--- src/rtl/snap_pkg.sv ---
package snap_pkg;

  // strobes from the sequencer to the counter datapath
  typedef struct packed {
    logic clearHi;    // frame sync rose: restart high-width count at one
    logic incHi;      // frame sync still high: extend high-width count
    logic loadLen;    // frame sync fell: freeze high width as target length
    logic startInt;   // first integration cycle follows
    logic incInt;     // integration cycle in progress
    logic clearLine;  // readout window opens
    logic incLine;    // a line ended inside the window
  } dpCtrl_t;

  // comparison results from the datapath back to the sequencer
  typedef struct packed {
    logic hiBelowNorm;
    logic hiBelowShort;
    logic intBelowNorm;
    logic intDone;
    logic lineLast;
  } dpFlag_t;

  typedef enum logic [1:0] {
    PH_IDLE  = 2'd0,
    PH_RESET = 2'd1,
    PH_INTEG = 2'd2,
    PH_XFER  = 2'd3
  } phase_t;

endpackage

--- src/rtl/snap_dp.sv ---
module snap_dp
  import snap_pkg::*;
#(
  parameter int CNT_W         = 16,
  parameter int NUM_LINES     = 256,
  parameter int MIN_INT_CYC   = 1000,
  parameter int MIN_SHORT_CYC = 100,
  parameter int LINE_W        = 9
) (
  input  logic    clk,
  input  logic    masterRst,
  input  dpCtrl_t ctl,
  input  logic    modeItr,
  input  logic    readActive,
  output dpFlag_t flags
);

  localparam logic [CNT_W-1:0]  CNT_MAX   = {CNT_W{1'b1}};
  localparam logic [CNT_W-1:0]  LIM_NORM  = CNT_W'(MIN_INT_CYC);
  localparam logic [CNT_W-1:0]  LIM_SHORT = CNT_W'(MIN_SHORT_CYC);
  localparam logic [LINE_W-1:0] LINE_END  = LINE_W'(NUM_LINES - 1);

  logic [CNT_W-1:0]  hiCnt;
  logic [CNT_W-1:0]  intLen;
  logic [CNT_W-1:0]  intCnt;
  logic [LINE_W-1:0] lineCnt;

  always_ff @(posedge clk) begin
    if (masterRst) begin
      hiCnt   <= '0;
      intLen  <= '0;
      intCnt  <= '0;
      lineCnt <= '0;
    end else begin
      if (ctl.clearHi)
        hiCnt <= CNT_W'(1);
      else if (ctl.incHi && hiCnt != CNT_MAX)
        hiCnt <= hiCnt + CNT_W'(1);

      if (ctl.loadLen)
        intLen <= hiCnt;

      if (ctl.startInt)
        intCnt <= CNT_W'(1);
      else if (ctl.incInt && intCnt != CNT_MAX)
        intCnt <= intCnt + CNT_W'(1);

      if (ctl.clearLine)
        lineCnt <= '0;
      else if (ctl.incLine)
        lineCnt <= lineCnt + LINE_W'(1);
    end
  end

  always_comb begin
    flags.hiBelowNorm  = hiCnt < LIM_NORM;
    flags.hiBelowShort = hiCnt < LIM_SHORT;
    flags.intBelowNorm = intCnt < LIM_NORM;
    flags.intDone      = intCnt == intLen;
    flags.lineLast     = lineCnt == LINE_END;
  end

  AST_ITR_WITHIN_LEN: assert property (@(posedge clk) disable iff (masterRst)
    (modeItr && ctl.incInt) |-> (intCnt <= intLen));

  AST_LINE_BOUND: assert property (@(posedge clk) disable iff (masterRst)
    readActive |-> (lineCnt < LINE_W'(NUM_LINES)));

endmodule

--- src/rtl/snap_ctrl.sv ---
module snap_ctrl
  import snap_pkg::*;
(
  input  logic    clk,
  input  logic    masterRst,
  input  logic    frameSync,
  input  logic    lineSync,
  input  logic    itrReq,
  input  logic    shortReq,
  input  dpFlag_t flags,
  output dpCtrl_t ctl,
  output logic    intReset,
  output logic    intEnable,
  output logic    shTransfer,
  output logic    readActive,
  output logic    modeItr,
  output logic    intErr
);

  phase_t phase;
  logic   fsQ;
  logic   lsQ;
  logic   fsRise;
  logic   fsFall;
  logic   lsFall;
  logic   tooShort;

  assign fsRise = frameSync & ~fsQ;
  assign fsFall = ~frameSync & fsQ;
  assign lsFall = ~lineSync & lsQ;
  assign tooShort = itrReq & (shortReq ? flags.hiBelowShort : flags.hiBelowNorm);

  assign intReset   = phase == PH_RESET;
  assign intEnable  = phase == PH_INTEG;
  assign shTransfer = phase == PH_XFER;

  always_comb begin
    ctl.clearHi   = fsRise;
    ctl.incHi     = frameSync & fsQ;
    ctl.loadLen   = fsFall;
    ctl.startInt  = (phase == PH_RESET) & ~fsFall;
    ctl.incInt    = phase == PH_INTEG;
    ctl.clearLine = phase == PH_XFER;
    ctl.incLine   = readActive & lsFall & ~flags.lineLast & (phase != PH_XFER);
  end

  always_ff @(posedge clk) begin
    if (masterRst) begin
      phase      <= PH_IDLE;
      fsQ        <= 1'b0;
      lsQ        <= 1'b0;
      readActive <= 1'b0;
      modeItr    <= 1'b0;
      intErr     <= 1'b0;
    end else begin
      fsQ    <= frameSync;
      lsQ    <= lineSync;
      intErr <= 1'b0;

      if (fsFall) begin
        phase   <= PH_RESET;
        modeItr <= itrReq;
        intErr  <= tooShort;
      end else begin
        unique case (phase)
          PH_IDLE:  phase <= PH_IDLE;
          PH_RESET: phase <= PH_INTEG;
          PH_INTEG: begin
            if (!modeItr && fsRise) begin
              phase  <= PH_XFER;
              intErr <= flags.intBelowNorm;
            end else if (modeItr && flags.intDone) begin
              phase <= PH_XFER;
            end
          end
          PH_XFER:  phase <= PH_IDLE;
        endcase
      end

      if (phase == PH_XFER)
        readActive <= 1'b1;
      else if (readActive && lsFall && flags.lineLast)
        readActive <= 1'b0;
    end
  end

  AST_RESET_IDLE: assert property (@(posedge clk)
    masterRst |=> (!intEnable && !shTransfer && !readActive && !modeItr && !intErr));

  AST_RST_THEN_INT: assert property (@(posedge clk) disable iff (masterRst)
    intReset |=> intEnable);

  AST_XFER_SINGLE: assert property (@(posedge clk) disable iff (masterRst)
    shTransfer |=> (!shTransfer && readActive));

  AST_XFER_FROM_INT: assert property (@(posedge clk) disable iff (masterRst)
    $rose(shTransfer) |-> $past(intEnable));

  AST_ERR_ONE_CYCLE: assert property (@(posedge clk) disable iff (masterRst)
    intErr |=> !intErr);

  AST_STROBE_EXCL: assert property (@(posedge clk) disable iff (masterRst)
    $onehot0({intReset, intEnable, shTransfer}));

endmodule

--- src/rtl/snap_int_timer.sv ---
module snap_int_timer
  import snap_pkg::*;
#(
  parameter int CNT_W         = 16,
  parameter int NUM_LINES     = 256,
  parameter int MIN_INT_CYC   = 1000,
  parameter int MIN_SHORT_CYC = 100
) (
  input  logic clk,
  input  logic masterRst,
  input  logic frameSync,
  input  logic lineSync,
  input  logic itrReq,
  input  logic shortReq,
  output logic intReset,
  output logic intEnable,
  output logic shTransfer,
  output logic readActive,
  output logic modeItr,
  output logic intErr
);

  localparam int LINE_W = $clog2(NUM_LINES + 1);

  dpCtrl_t ctl;
  dpFlag_t flags;

  snap_ctrl i_ctrl (
    .clk        (clk),
    .masterRst  (masterRst),
    .frameSync  (frameSync),
    .lineSync   (lineSync),
    .itrReq     (itrReq),
    .shortReq   (shortReq),
    .flags      (flags),
    .ctl        (ctl),
    .intReset   (intReset),
    .intEnable  (intEnable),
    .shTransfer (shTransfer),
    .readActive (readActive),
    .modeItr    (modeItr),
    .intErr     (intErr)
  );

  snap_dp #(
    .CNT_W         (CNT_W),
    .NUM_LINES     (NUM_LINES),
    .MIN_INT_CYC   (MIN_INT_CYC),
    .MIN_SHORT_CYC (MIN_SHORT_CYC),
    .LINE_W        (LINE_W)
  ) i_dp (
    .clk        (clk),
    .masterRst  (masterRst),
    .ctl        (ctl),
    .modeItr    (modeItr),
    .readActive (readActive),
    .flags      (flags)
  );

endmodule

--- config.mk ---
export PLATFORM = sky130hd
export DESIGN_NAME = snap_int_timer
export DESIGN_NICKNAME = d
export VERILOG_FILES = /design/src/rtl/snap_pkg.sv /design/src/rtl/snap_dp.sv /design/src/rtl/snap_ctrl.sv /design/src/rtl/snap_int_timer.sv
export SDC_FILE = /design/constraint.sdc
export NUM_CORES = 1
export LEC_CHECK = 0
export ABC_CLOCK_PERIOD_IN_PS = 2500
export BUFFER_PORTS_ARGS = -buffer_cell sky130_fd_sc_hd__clkbuf_2
export CAP_MARGIN = 20
export CELL_PAD_IN_SITES_DETAIL_PLACEMENT = 1
export CELL_PAD_IN_SITES_GLOBAL_PLACEMENT = 2
export CORE_UTILIZATION = 38
export CTS_CLUSTER_DIAMETER = 30
export DETAILED_ROUTE_END_ITERATION = 16
export PLACE_DENSITY = 0.91
export SLEW_MARGIN = 20
export SYNTH_ARGS = -nofsm -noshare
export SYNTH_HDL_FRONTEND = slang
export SYNTH_SLANG_ARGS = --single-unit
export TNS_END_PERCENT = 50
--- constraint.sdc ---
create_clock -name clk -period 2.5 [get_ports clk]
set_input_delay 0.25 -clock clk [delete_from_list [all_inputs] [get_ports clk]]
set_output_delay 0.25 -clock clk [all_outputs]
set_load 0.005 [all_outputs]
[Word level (Yosys, flattened, before mapping)]
Index checks and enable logic that the tools add are counted.
Storage, ports and cells
  register bits after elaboration: 64
  latch bits: 0
  memory bits (writable): 0
  bits in read-only memories: 0
  input port bits: 6
  output and inout bits: 6
  memories: 0
Cells by class
  $add $sub $neg: 3
  multipliers: 0
  div/mod/pow operators: 0
  $lt $le $gt $ge: 3
  eq/ne operators: 10
  shift-type cells: 0
  mux-type cells: 14
  bitwise gates (word level): 14
  reductions and logical operators: 16
Operator list (number)
  16-bit by 1-bit adder with 16-bit output, second input constant: 2
  16-bit by 10-bit less-than comparator with 1-bit output, second input constant: 2
  16-bit inequality test, second input constant: 2
  16-bit equality test: 1
  16-bit by 7-bit less-than comparator with 1-bit output, second input constant: 1
  1-bit two-way mux: 11
  2-bit OR reduction: 5
  9-bit by 1-bit adder with 9-bit output, second input constant: 1
  1-bit bitwise AND: 9
  9-bit by 8-bit equality test with 1-bit output, second input constant: 1
  1-bit logical AND: 6
  2-bit one-hot mux with 3 select lines: 1
  2-bit nonzero test: 3
  1-bit inverter: 5
  2-bit equality test, second input constant: 2
  2-bit two-way mux: 2
  4-bit by 1-bit inequality test with 1-bit output, second input constant: 1
  3-bit by 1-bit inequality test with 1-bit output, second input constant: 1
  2-bit by 1-bit equality test with 1-bit output, second input constant: 1
  2-bit zero test: 1
  2-bit inequality test, second input constant: 1
  1-bit zero test: 1

[Logic depth before layout (Yosys ltp)]
Gate-level depths: netlist of the first run.
  word-level depth: 6
  gate-level depth with buffers: 9
  mapped depth without buffers: 9

[Modules after synthesis]
From an unflattened synthesis of the first run, not the netlist that was laid out.
Second synthesis, totals
  cell total of the unflattened synthesis: 368
  area total of the unflattened synthesis: 3206.8 um2
By module, submodules not included
  snap_dp: instances 1, cells an instance 323, area each 2803.9 um2, sequential area each 1141.1 um2
  snap_ctrl: instances 1, cells an instance 45, area each 402.9 um2, sequential area each 140.1 um2

[Worst setup path before layout of the first run]
Ideal clock, no wire load.
  path type: reg2reg
  start: reg i_dp.lineCnt[0]
  end: reg i_dp.lineCnt[5]
  setup time: 0.126 ns
  arrival time: 1.938 ns
  setup slack: 0.435 ns
  stages on the path, launching flop included: 10
  path buffers: 0
  period minus slack after synthesis: 2.065 ns
  cell sequence: dfxtp_1 -> ha_1 -> and3_1 -> and3_1 -> ha_1 -> nand4bb_1 -> nor3_1 -> nand3_1 -> xor2_1 -> nor2_1
Between the ends
  cells in the longest elaborated chain, start to end: 4
  elaborated cells between the ends (all ways): 5
  classes of those cells: add/sub (1); eq/ne (1); bitwise (3)
RTL lines
  start, declared: line snap_dp.sv:26  | logic [LINE_W-1:0] lineCnt;
  start signal, assigned: line snap_dp.sv:51  | lineCnt <= lineCnt + LINE_W'(1);
  branches (longest 4 deep; another with 9-bit by 1-bit adder with 9-bit output)
Parallel ways; which one is timed is not known.
A chain may end at the register's enable or synchronous reset.

[Final worst setup path of the first run]
Same ends and word-level chain as after synthesis.

==> results of run 1 <==
==> metal layers <==
layer / up-vias / wire (um) / share of wire (%) / track usage (%)
met5: - / 0 / 0 / 0
met4: 0 / 100 / 1.3 / 5.64
met3: 8 / 159 / 2.1 / 4.88
met2: 27 / 3540 / 46 / 30.6
met1: 1283 / 3840 / 50 / 26.3
li1: 1320 / - / - / -
==> per-stage QoR <==
step	instance area (um2)	instances	worst slack (ns)
after detailed placement	3310	476	0.175
after global placement	3310	476	0.271
final	3530	492	0.173
after global routing	3530	492	0.00917
after CTS	3530	492	0.159
after floorplan	3160	375	0.435
==> power by group <==
part	internal (W)	leakage (nW)	switching, W
clock	0.000587	0.106	0.000420
combinational	0.0000222	0.697	0.0000472
sequential	0.00103	0.516	0.00000804
==> layout make-up <==
type,count,area [um2],area share [%]
clock inverters,5,80.1,2.27
multi-input cells,290,1790,50.9
clock buffers,11,141,4.01
repair buffers,15,85.1,2.41
flip-flops and latches,64,1280,36.3
inverters,5,18.8,0.532
well taps,102,128,3.62
==> kinds of logic (layout without fill, tap and decap cells) <==
| logic type | after synthesis | in the layout | share of synthesized area [%] |
|---|---|---|---|
| AND/OR/NAND/NOR | 181 | 181 | 29.6 |
| flip-flops | 64 | 64 | 40.6 |
| AO/OA/AOI/OAI | 49 | 49 | 9.54 |
| XOR/XNOR | 49 | 49 | 13.6 |
| buffers and inverters | 21 | 36 | 2.65 |
| adder cells (fa/ha/maj) | 7 | 7 | 2.77 |
| multiplexers | 4 | 4 | 1.31 |
==> state kept, by name, summed over array words and instances (netlist names), 2 cells and up <==
name          flops
i_ctrl.phase      2
i_dp.intLen      16
i_dp.hiCnt       16
i_dp.lineCnt      9
i_dp.intCnt      16
==> path summary, 6_finish.rpt <==
path,start,endpoint,slack [ns],cells past startpoint
setup reg to reg,i_dp.lineCnt[0]$_SDFFE_PP0P_,i_dp.lineCnt[5]$_SDFFE_PP0P_,0.17,9
setup / recovery,i_dp.lineCnt[0]$_SDFFE_PP0P_,i_dp.lineCnt[5]$_SDFFE_PP0P_,0.17,9
hold reg to reg,i_dp.intLen[6]$_SDFFE_PP0P_,i_dp.intLen[6]$_SDFFE_PP0P_,0.47,2
hold / removal,lineSync,i_ctrl.lsQ$_SDFF_PP0_,0.14,2
==> synth_stat cells, types with 5 or more instances <==
library cell  number
dfxtp_1           64
ha_1               7
nor3_1            12
nor4_1             9
nand4_1           14
clkbuf_1          10
o211ai_1           5
nand2b_1           5
a21oi_1           26
nor2_1            48
nand2_1           48
xnor2_1           15
nand3_1           15
inv_1              5
xor2_1            34
==> impl_metrics.json, run 1 <==
{
  "yosysUniqueCellTypes": 46,
  "fp-row-count": 32,
  "antenna_cells": 0,
  "yosys.area.top_type": "dfxtp_1",
  "holdBufCountCts": 0,
  "clk_pin_slew_ns": 0.08,
  "critPathKind": "flip-flop to flip-flop",
  "setup_tns_ns": 0,
  "yosys-top-cells-area": "dfxtp_1, xor2_1, nand2_1, nor2_1, xnor2_1",
  "initial_core_util_pct": 40.1,
  "synth_top_area_share_pct": 40.6,
  "critPathMaxStageDelay_ns": 0.42,
  "clock-sinks": 64,
  "slew_violations": 0,
  "hold_ws_ns": 0.138,
  "first_pass_iters": 4,
  "power.leakage_nw": 1.32,
  "area_growth_pct": 11.7,
  "ant_nets": 0,
  "cp.required_ns": 2.74,
  "drc": 0,
  "fin_nets": 398,
  "pin_count": 12,
  "vdd_ir_drop_max_mv": 0.391,
  "dp_hpwl_um": 5550,
  "synthCells": 375,
  "vias": 2638,
  "layout_commonest_cell": "dfxtp_1",
  "period_minus_slack_ns": 2.33,
  "crit_family": "simple AND/OR/NAND/NOR gates",
  "die_area_um2": 8680,
  "ys_ff_latch": 64,
  "dr.first_iter.drc_count": 70,
  "cts_tree": "done",
  "grt_use_total_pct": 19.5,
  "grt_pass1_vias": 2649,
  "synth_fp_nets": 388,
  "start_kind": "flip-flop",
  "rsz0062_at_grt": "false",
  "die-height_um": 93.2,
  "num-fill-cells": 966,
  "fmax_ghz": 0.430,
  "critPathSlowestCell": "nor3_1",
  "ys_warn_count": 0,
  "drt_wl_total_um": 7640,
  "crit_fanout": 4,
  "timing.critical_path.buf_inv": 0,
  "netlist_area_um2": 3160,
  "min_path_type": "input pin to flip-flop",
  "setup_viol": 0,
  "gp_congestion": 0.802,
  "cp-end-kind": "flip-flop",
  "cts_resized": 0,
  "power_w": 0.00211,
  "viasPerCell": 5.36,
  "avgSynthCellArea_um2": 8.42,
  "crit_chain": "ha_1 > and3_1 > and3_1 > ha_1 > nand4bb_1 > nor3_1 > nand3_1 > xor2_1 > nor2_1",
  "wl_per_cell_um": 15.5,
  "post-route-period-util_pct": 93.1,
  "mostFrequentLayoutCells": "dfxtp_1, nand2_1, nor2_1",
  "power_density_nw_per_um2": 598,
  "die_w_um": 93.2,
  "maxCapViolations": 0,
  "grt_max_degree": 20,
  "synth-edff-count": 0,
  "slew_headroom_pct": 54.9,
  "utilization_pct": 44.7,
  "cts_setup_buffers": 0,
  "yosys_most_used_dff": "dfxtp_1",
  "design.core.area_um2": 7890,
  "outcome": "finished, final reports clean",
  "htree_levels": 3,
  "clock_latency_ns": 0.35,
  "numCtsBuffers": 9,
  "finalHoldViolCount": 0,
  "crit_arrival_ns": 2.57,
  "grt-ovfl-total": 0,
  "antenna_found_initial": 0,
  "clockBufferDepth": 2,
  "cts_root_buf": "clkbuf_8",
  "grt_pass1_wl_um": 13200,
  "async_flop_share_pct": 0,
  "clock_skew_ns": 0.0133,
  "worst_pin_slew_ns": 0.672,
  "port_buffers": 11,
  "yosysSeqAreaShare_pct": 40.6,
  "drive_above_1_share_pct": 11.0
}
Power figures use the tool's default switching activity.
==> inputs of run 2 (changes only) <==
CELL_PAD_IN_SITES_DETAIL_PLACEMENT = 0   (was 1)
CELL_PAD_IN_SITES_GLOBAL_PLACEMENT = 1   (was 2)
CORE_ASPECT_RATIO = 1.2   (was not set)
CORE_UTILIZATION = 47   (was 38)
PLACE_DENSITY = not set   (was 0.91)
PLACE_DENSITY_LB_ADDON = 0.1   (was not set)
==> run 2 against run 1 <==
  * Clock power fell by 16%
  * Count of clock-buffer cells in the layout did not move
  * Die area fell by 19%
  * Core utilization rose by 9.1 points
  * Non-clock buffer count did not move
  * Worst setup slack improved by 0.030 ns
  * Design area fell by 1.6%
  * Critical endpoint is now i_dp.lineCnt[7]$_SDFFE_PP0P_
  * Largest cell class unchanged
  * Largest power group unchanged
==> impl_metrics.json, run 2 (synthesis gave the netlist of run 1 again) <==
{
  "wl_per_cell_um": 14.3,
  "power_density_nw_per_um2": 562,
  "cts_tree": "done",
  "grt_pass1_wl_um": 11400,
  "power_frac_comb_pct": 3.4,
  "fmax_ghz": 0.435,
  "mostFrequentLayoutCells": "dfxtp_1, nand2_1, nor2_1",
  "p_sw_w": 0.000427,
  "antenna_cells": 0,
  "clock_skew_ns": 0.00674,
  "antenna_found_initial": 0,
  "fp-row-count": 32,
  "switching_share_pct": 21.9,
  "slew_violations": 0,
  "vias": 2567,
  "clock-sinks": 64,
  "numCtsBuffers": 9,
  "initial_core_util_pct": 49.0,
  "slew_headroom_pct": 58.4,
  "hold_path_startpoint": "lineSync",
  "cts_setup_buffers": 0,
  "crit_chain": "ha_1 > and3_1 > and3_1 > ha_1 > nand4bb_1 > nor3_1 > nand3_1 > xor2_1 > nor2_1",
  "critPathMaxStageDelay_ns": 0.40,
  "dr.first_iter.drc_count": 71,
  "clockPowerShare_pct": 43.6,
  "internal_power_w": 0.00153,
  "p_seq_share_pct": 52.9,
  "drt_wl_total_um": 6760,
  "power.leakage_nw": 1.31,
  "worst_pin_slew_ns": 0.625,
  "crit_fanout": 4,
  "grt-ovfl-total": 0,
  "post-route-period-util_pct": 91.9,
  "layout_commonest_cell": "dfxtp_1",
  "die-height_um": 91.8,
  "dp_hpwl_um": 4970,
  "cts_resized": 0,
  "clock_latency_ns": 0.34,
  "min_path_type": "input pin to flip-flop",
  "critPathSlowestCell": "nor3_1",
  "pin_count": 12,
  "cp.required_ns": 2.73,
  "vdd_ir_drop_max_mv": 0.293,
  "startpoint": "i_dp.lineCnt[0]$_SDFFE_PP0P_",
  "critPathKind": "flip-flop to flip-flop",
  "fin_nets": 398,
  "die_w_um": 76.8,
  "power_w": 0.00195,
  "finalHoldViolCount": 0,
  "port_buffers": 11,
  "ant_nets": 0,
  "crit_arrival_ns": 2.53,
  "htree_levels": 3,
  "die_area_um2": 7060,
  "r2r_start": "i_dp.lineCnt[0]$_SDFFE_PP0P_",
  "rsz0062_at_grt": "false",
  "grt_pass1_vias": 2415,
  "grt_max_degree": 20,
  "holdBufCountCts": 0,
  "setup_tns_ns": 0,
  "viasPerCell": 5.42,
  "start_kind": "flip-flop",
  "clockBufferDepth": 2,
  "design.core.area_um2": 6450,
  "crit_family": "simple AND/OR/NAND/NOR gates",
  "grt_use_total_pct": 20.9,
  "area_growth_pct": 9.90,
  "clk_pin_slew_ns": 0.07,
  "reg.largest.list": "i_dp.hiCnt (16), i_dp.intCnt (16), i_dp.intLen (16)",
  "setup_viol": 0,
  "period_minus_slack_ns": 2.30,
  "first_pass_iters": 4,
  "drive_above_1_share_pct": 10.8,
  "cp-end-kind": "flip-flop",
  "drc": 0,
  "timing.critical_path.buf_inv": 0,
  "outcome": "finished, final reports clean",
  "gp_congestion": 0.813,
  "maxCapViolations": 0,
  "cts_root_buf": "clkbuf_8"
}
run 2: routing by layer:
layer	vias to the layer above	wire length [um]	GRT usage, %
li1	1323	-	-
met1	1192	3040	24.8
met2	36	3400	35.4
met3	16	156	3.08
met4	0	167	12.5
met5	-	0	0
run 2: final timing paths:
path	slack [ns]	endpoint	cells after the start
worst max-delay path	0.20	i_dp.lineCnt[7]$_SDFFE_PP0P_	9
worst max register to register	0.20	i_dp.lineCnt[7]$_SDFFE_PP0P_	9
worst min register to register	0.47	i_dp.intLen[3]$_SDFFE_PP0P_	2
worst min-delay path	0.16	i_ctrl.lsQ$_SDFF_PP0_	2
run 2: layout make-up:
class                           count  area [um2]
Clock buffer                       11         141
Clock inverter                      4        45.0
Fill cell                         631        2970
Inverter                            5        18.8
Multi-Input combinational cell    290        1790
Sequential cell                    64        1280
Tap cell                           85         106
Timing Repair Buffer               15        85.1
run 2: through the flow:
stage               area, um2  hold slack [ns]  util (%)  instances  setup WS, ns
global placement         3290            0.455      51.0        459         0.284
detailed placement       3290            0.459      51.0        459         0.203
floorplan                3160            0.378         -        375         0.435
CTS                      3470            0.151      53.9        474         0.185
global route             3470            0.177      53.9        474        0.0201
finish                   3470            0.158      53.9        474         0.203
run 2: power groups by stage:
stage	Clock (W)	Combinational, W	Sequential [W]
finish	0.000852	0.0000670	0.00103
global route	0.000921	0.0000751	0.00103
CTS	0.000874	0.0000682	0.00103
detailed placement	0	0.0000676	0.00106
global placement	0	0.0000675	0.00106
floorplan	0	0.0000465	0.00105
run 2: worst reg2reg max path, delay by kind of cell (launching register included):
| kind | cells | cell delay, ns |
|---|---|---|
| flops | 1 | 0.34 |
| simple gates | 6 | 1.24 |
| fa+ha+maj | 2 | 0.44 |
| xor+xnor | 1 | 0.18 |
==> inputs of run 3 (changes only) <==
ABC_AREA = 1   (was not set)
CORE_UTILIZATION = 45   (was 47)
MAX_ROUTING_LAYER = met4   (was not set)
SLEW_MARGIN = not set   (was 20)
==> run 3 against run 2 <==
  * Routed wire length is 16% higher
  * Via count is 19% higher
  * Sequential share of layout area is 2.4 points lower
  * Final cell count is 26% higher
  * Core utilization is 2.8 points lower
  * Non-clock buffer count is 1 lower
  * Critical path depth is 1 higher
  * Combinational power is 120% higher
  * Critical endpoint is now i_dp.lineCnt[4]$_SDFFE_PP0P_
  * Synthesized cell count is 30% higher
  * First-iteration DRC count is 100% higher
  * Clock skew is 0.0013 ns higher
  * Count of clock-buffer cells in the layout is 2 higher
==> impl_metrics.json, run 3 <==
{
  "area_growth_pct": 9.85,
  "num-fill-cells": 749,
  "dp_hpwl_um": 5970,
  "die-height_um": 96.9,
  "setup_tns_ns": 0,
  "port_buffers": 11,
  "die_area_um2": 7860,
  "critPathKind": "flip-flop to flip-flop",
  "drc": 0,
  "period_minus_slack_ns": 2.02,
  "cp.required_ns": 2.72,
  "critPathMaxStageDelay_ns": 0.39,
  "post-route-period-util_pct": 80.7,
  "mostFrequentLayoutCells": "nand2_1, inv_1, dfxtp_1",
  "dr.first_iter.drc_count": 143,
  "timing.rr.end": "i_dp.lineCnt[4]$_SDFFE_PP0P_",
  "ys_warn_count": 0,
  "clock_skew_ns": 0.00802,
  "fmax_ghz": 0.496,
  "vias": 3048,
  "start_kind": "flip-flop",
  "setup_ws_ns": 0.483,
  "yosys_most_used_dff": "dfxtp_1",
  "wl_per_cell_um": 13.1,
  "ys_ff_latch": 64,
  "layout_commonest_cell": "nand2_1",
  "avgSynthCellArea_um2": 6.95,
  "htree_levels": 3,
  "yosysUniqueCellTypes": 32,
  "gp_congestion": 0.878,
  "synth_fp_nets": 499,
  "worst_pin_slew_ns": 0.540,
  "hold_depth": 3,
  "clock_latency_ns": 0.33,
  "vdd_ir_drop_max_mv": 0.286,
  "r2r_start": "i_dp.lineCnt[1]$_SDFFE_PP0P_",
  "cts_resized": 0,
  "clock-sinks": 64,
  "grt_use_total_pct": 22.2,
  "drt_wl_total_um": 7810,
  "synth-edff-count": 0,
  "ant_nets": 0,
  "yosysMostFrequentCell": "nand2_1",
  "grt-ovfl-total": 0,
  "grt_max_degree": 33,
  "ff2ff_path_depth": 10,
  "power_density_nw_per_um2": 576,
  "slew_violations": 0,
  "power.leakage_nw": 1.34,
  "cp_common_cell": "nand3_1",
  "grt_pass1_wl_um": 13200,
  "outcome": "finished, final reports clean",
  "fin_nets": 514,
  "rsz0062_at_grt": "false",
  "antenna_found_initial": 0,
  "cts_setup_buffers": 0,
  "netlist_top_cells_count": "nand2_1, inv_1, dfxtp_1, nor2_1, a21oi_1",
  "synth_top_area_share_pct": 37.9,
  "slew_headroom_pct": 64.0,
  "viasPerCell": 5.12,
  "grt_pass1_vias": 2849,
  "cts_root_buf": "clkbuf_8",
  "holdBufCountCts": 0,
  "crit_arrival_ns": 2.24,
  "cts_tree": "done",
  "async_flop_share_pct": 0,
  "place_ws_ns": 0.512,
  "yosys-top-cells-area": "dfxtp_1, nand2_1, inv_1, a21oi_1, o21ai_0",
  "crit_fanout": 6,
  "crit_chain": "ha_1 > nand3_1 > nor4_1 > ha_1 > nor2_1 > nand3_1 > inv_1 > nand3_1 > nor2_1 > o221a_2",
  "yosysSeqAreaShare_pct": 37.9,
  "netlist_area_um2": 3380,
  "numCtsBuffers": 9,
  "startpoint": "i_dp.lineCnt[1]$_SDFFE_PP0P_",
  "reg.largest.list": "i_dp.hiCnt (16), i_dp.intCnt (16), i_dp.intLen (16)",
  "drive_above_1_share_pct": 11.9,
  "clk_pin_slew_ns": 0.07,
  "cp-end-kind": "flip-flop",
  "die_w_um": 81.1,
  "finalHoldViolCount": 0,
  "design.core.area_um2": 7270,
  "synthCells": 486,
  "pin_count": 12,
  "maxCapViolations": 0,
  "crit_path_end": "i_dp.lineCnt[4]$_SDFFE_PP0P_",
  "min_path_type": "input pin to flip-flop",
  "clockBufferDepth": 2,
  "setup_viol": 0,
  "r2r_slack_ns": 0.48,
  "antenna_cells": 0,
  "fp-row-count": 34,
  "critPathSlowestCell": "dfxtp_1",
  "yosys.area.top_type": "dfxtp_1",
  "first_pass_iters": 6,
  "initial_core_util_pct": 46.4
}
[run 3: routing by layer]
| metal | track usage (%) | part of all wire (%) |
|---|---|---|
| met2 | 36.1 | 48 |
| met4 | 8.24 | 1.6 |
| met3 | 3.11 | 2.9 |
| met1 | 27.5 | 47 |
| met5 | - | 0 |
[run 3: worst min path at each step]
| stage | from | endpoint | slack, ns |
|---|---|---|---|
| finish | lineSync | i_ctrl.lsQ$_SDFF_PP0_ | 0.12 |
| global route | lineSync | i_ctrl.lsQ$_SDFF_PP0_ | 0.13 |
| CTS | lineSync | i_ctrl.lsQ$_SDFF_PP0_ | 0.11 |
| detailed placement | i_dp.hiCnt[15]$_SDFFE_PP0P_ | i_dp.hiCnt[15]$_SDFFE_PP0P_ | 0.47 |
| global placement | i_ctrl.readActive$_SDFFE_PP0P_ | i_ctrl.readActive$_SDFFE_PP0P_ | 0.46 |
| floorplan | lineSync | i_ctrl.lsQ$_SDFF_PP0_ | 0.36 |
[run 3: area by class of cell]
cell class | count | area, um2 | area share, %
clock inverters | 2 | 37.5 | 1.01
clock buffers | 13 | 169 | 4.55
well taps | 90 | 113 | 3.03
multi-input cells | 342 | 1770 | 47.7
repair buffers | 14 | 77.6 | 2.09
flip-flops and latches | 64 | 1280 | 34.5
inverters | 70 | 263 | 7.08
[run 3: power breakdown]
group / switching (W) / internal [W]
sequential: 0.0000209 / 0.00104
combinational: 0.0000947 / 0.0000506
clock: 0.000389 / 0.000538
[run 3: critical path: cells and delay by family, from the launching register on]
kind                       cells  cell delay (ns)
and+or+nand+nor                6             0.74
adders and majority gates      2             0.43
DFF                            1             0.39
AOI/OAI and AO/OA              1             0.22
buffers and inverters          1             0.13
[run 3: per-stage QoR]
step | hold slack (ns) | utilization, % | std cells | cell area [um2] | total power [W]
global placement | 0.462 | 48.2 | 580 | 3500 | 0.00123
floorplan | 0.357 | - | 486 | 3380 | 0.00120
finish | 0.119 | 51.0 | 595 | 3710 | 0.00214
global route | 0.125 | 51.0 | 595 | 3710 | 0.00221
detailed placement | 0.466 | 48.2 | 580 | 3500 | 0.00124
CTS | 0.106 | 51.0 | 595 | 3710 | 0.00216
[run 3: logic make-up after synthesis]
group,count (synthesis),share of synthesized area [%]
and+or+nand+nor,221,30.1
AOI/OAI and AO/OA,101,16.3
xor gates and xnor gates,13,3.37
DFF,64,37.9
adders and majority gates,7,2.59
buffers and inverters,80,9.67
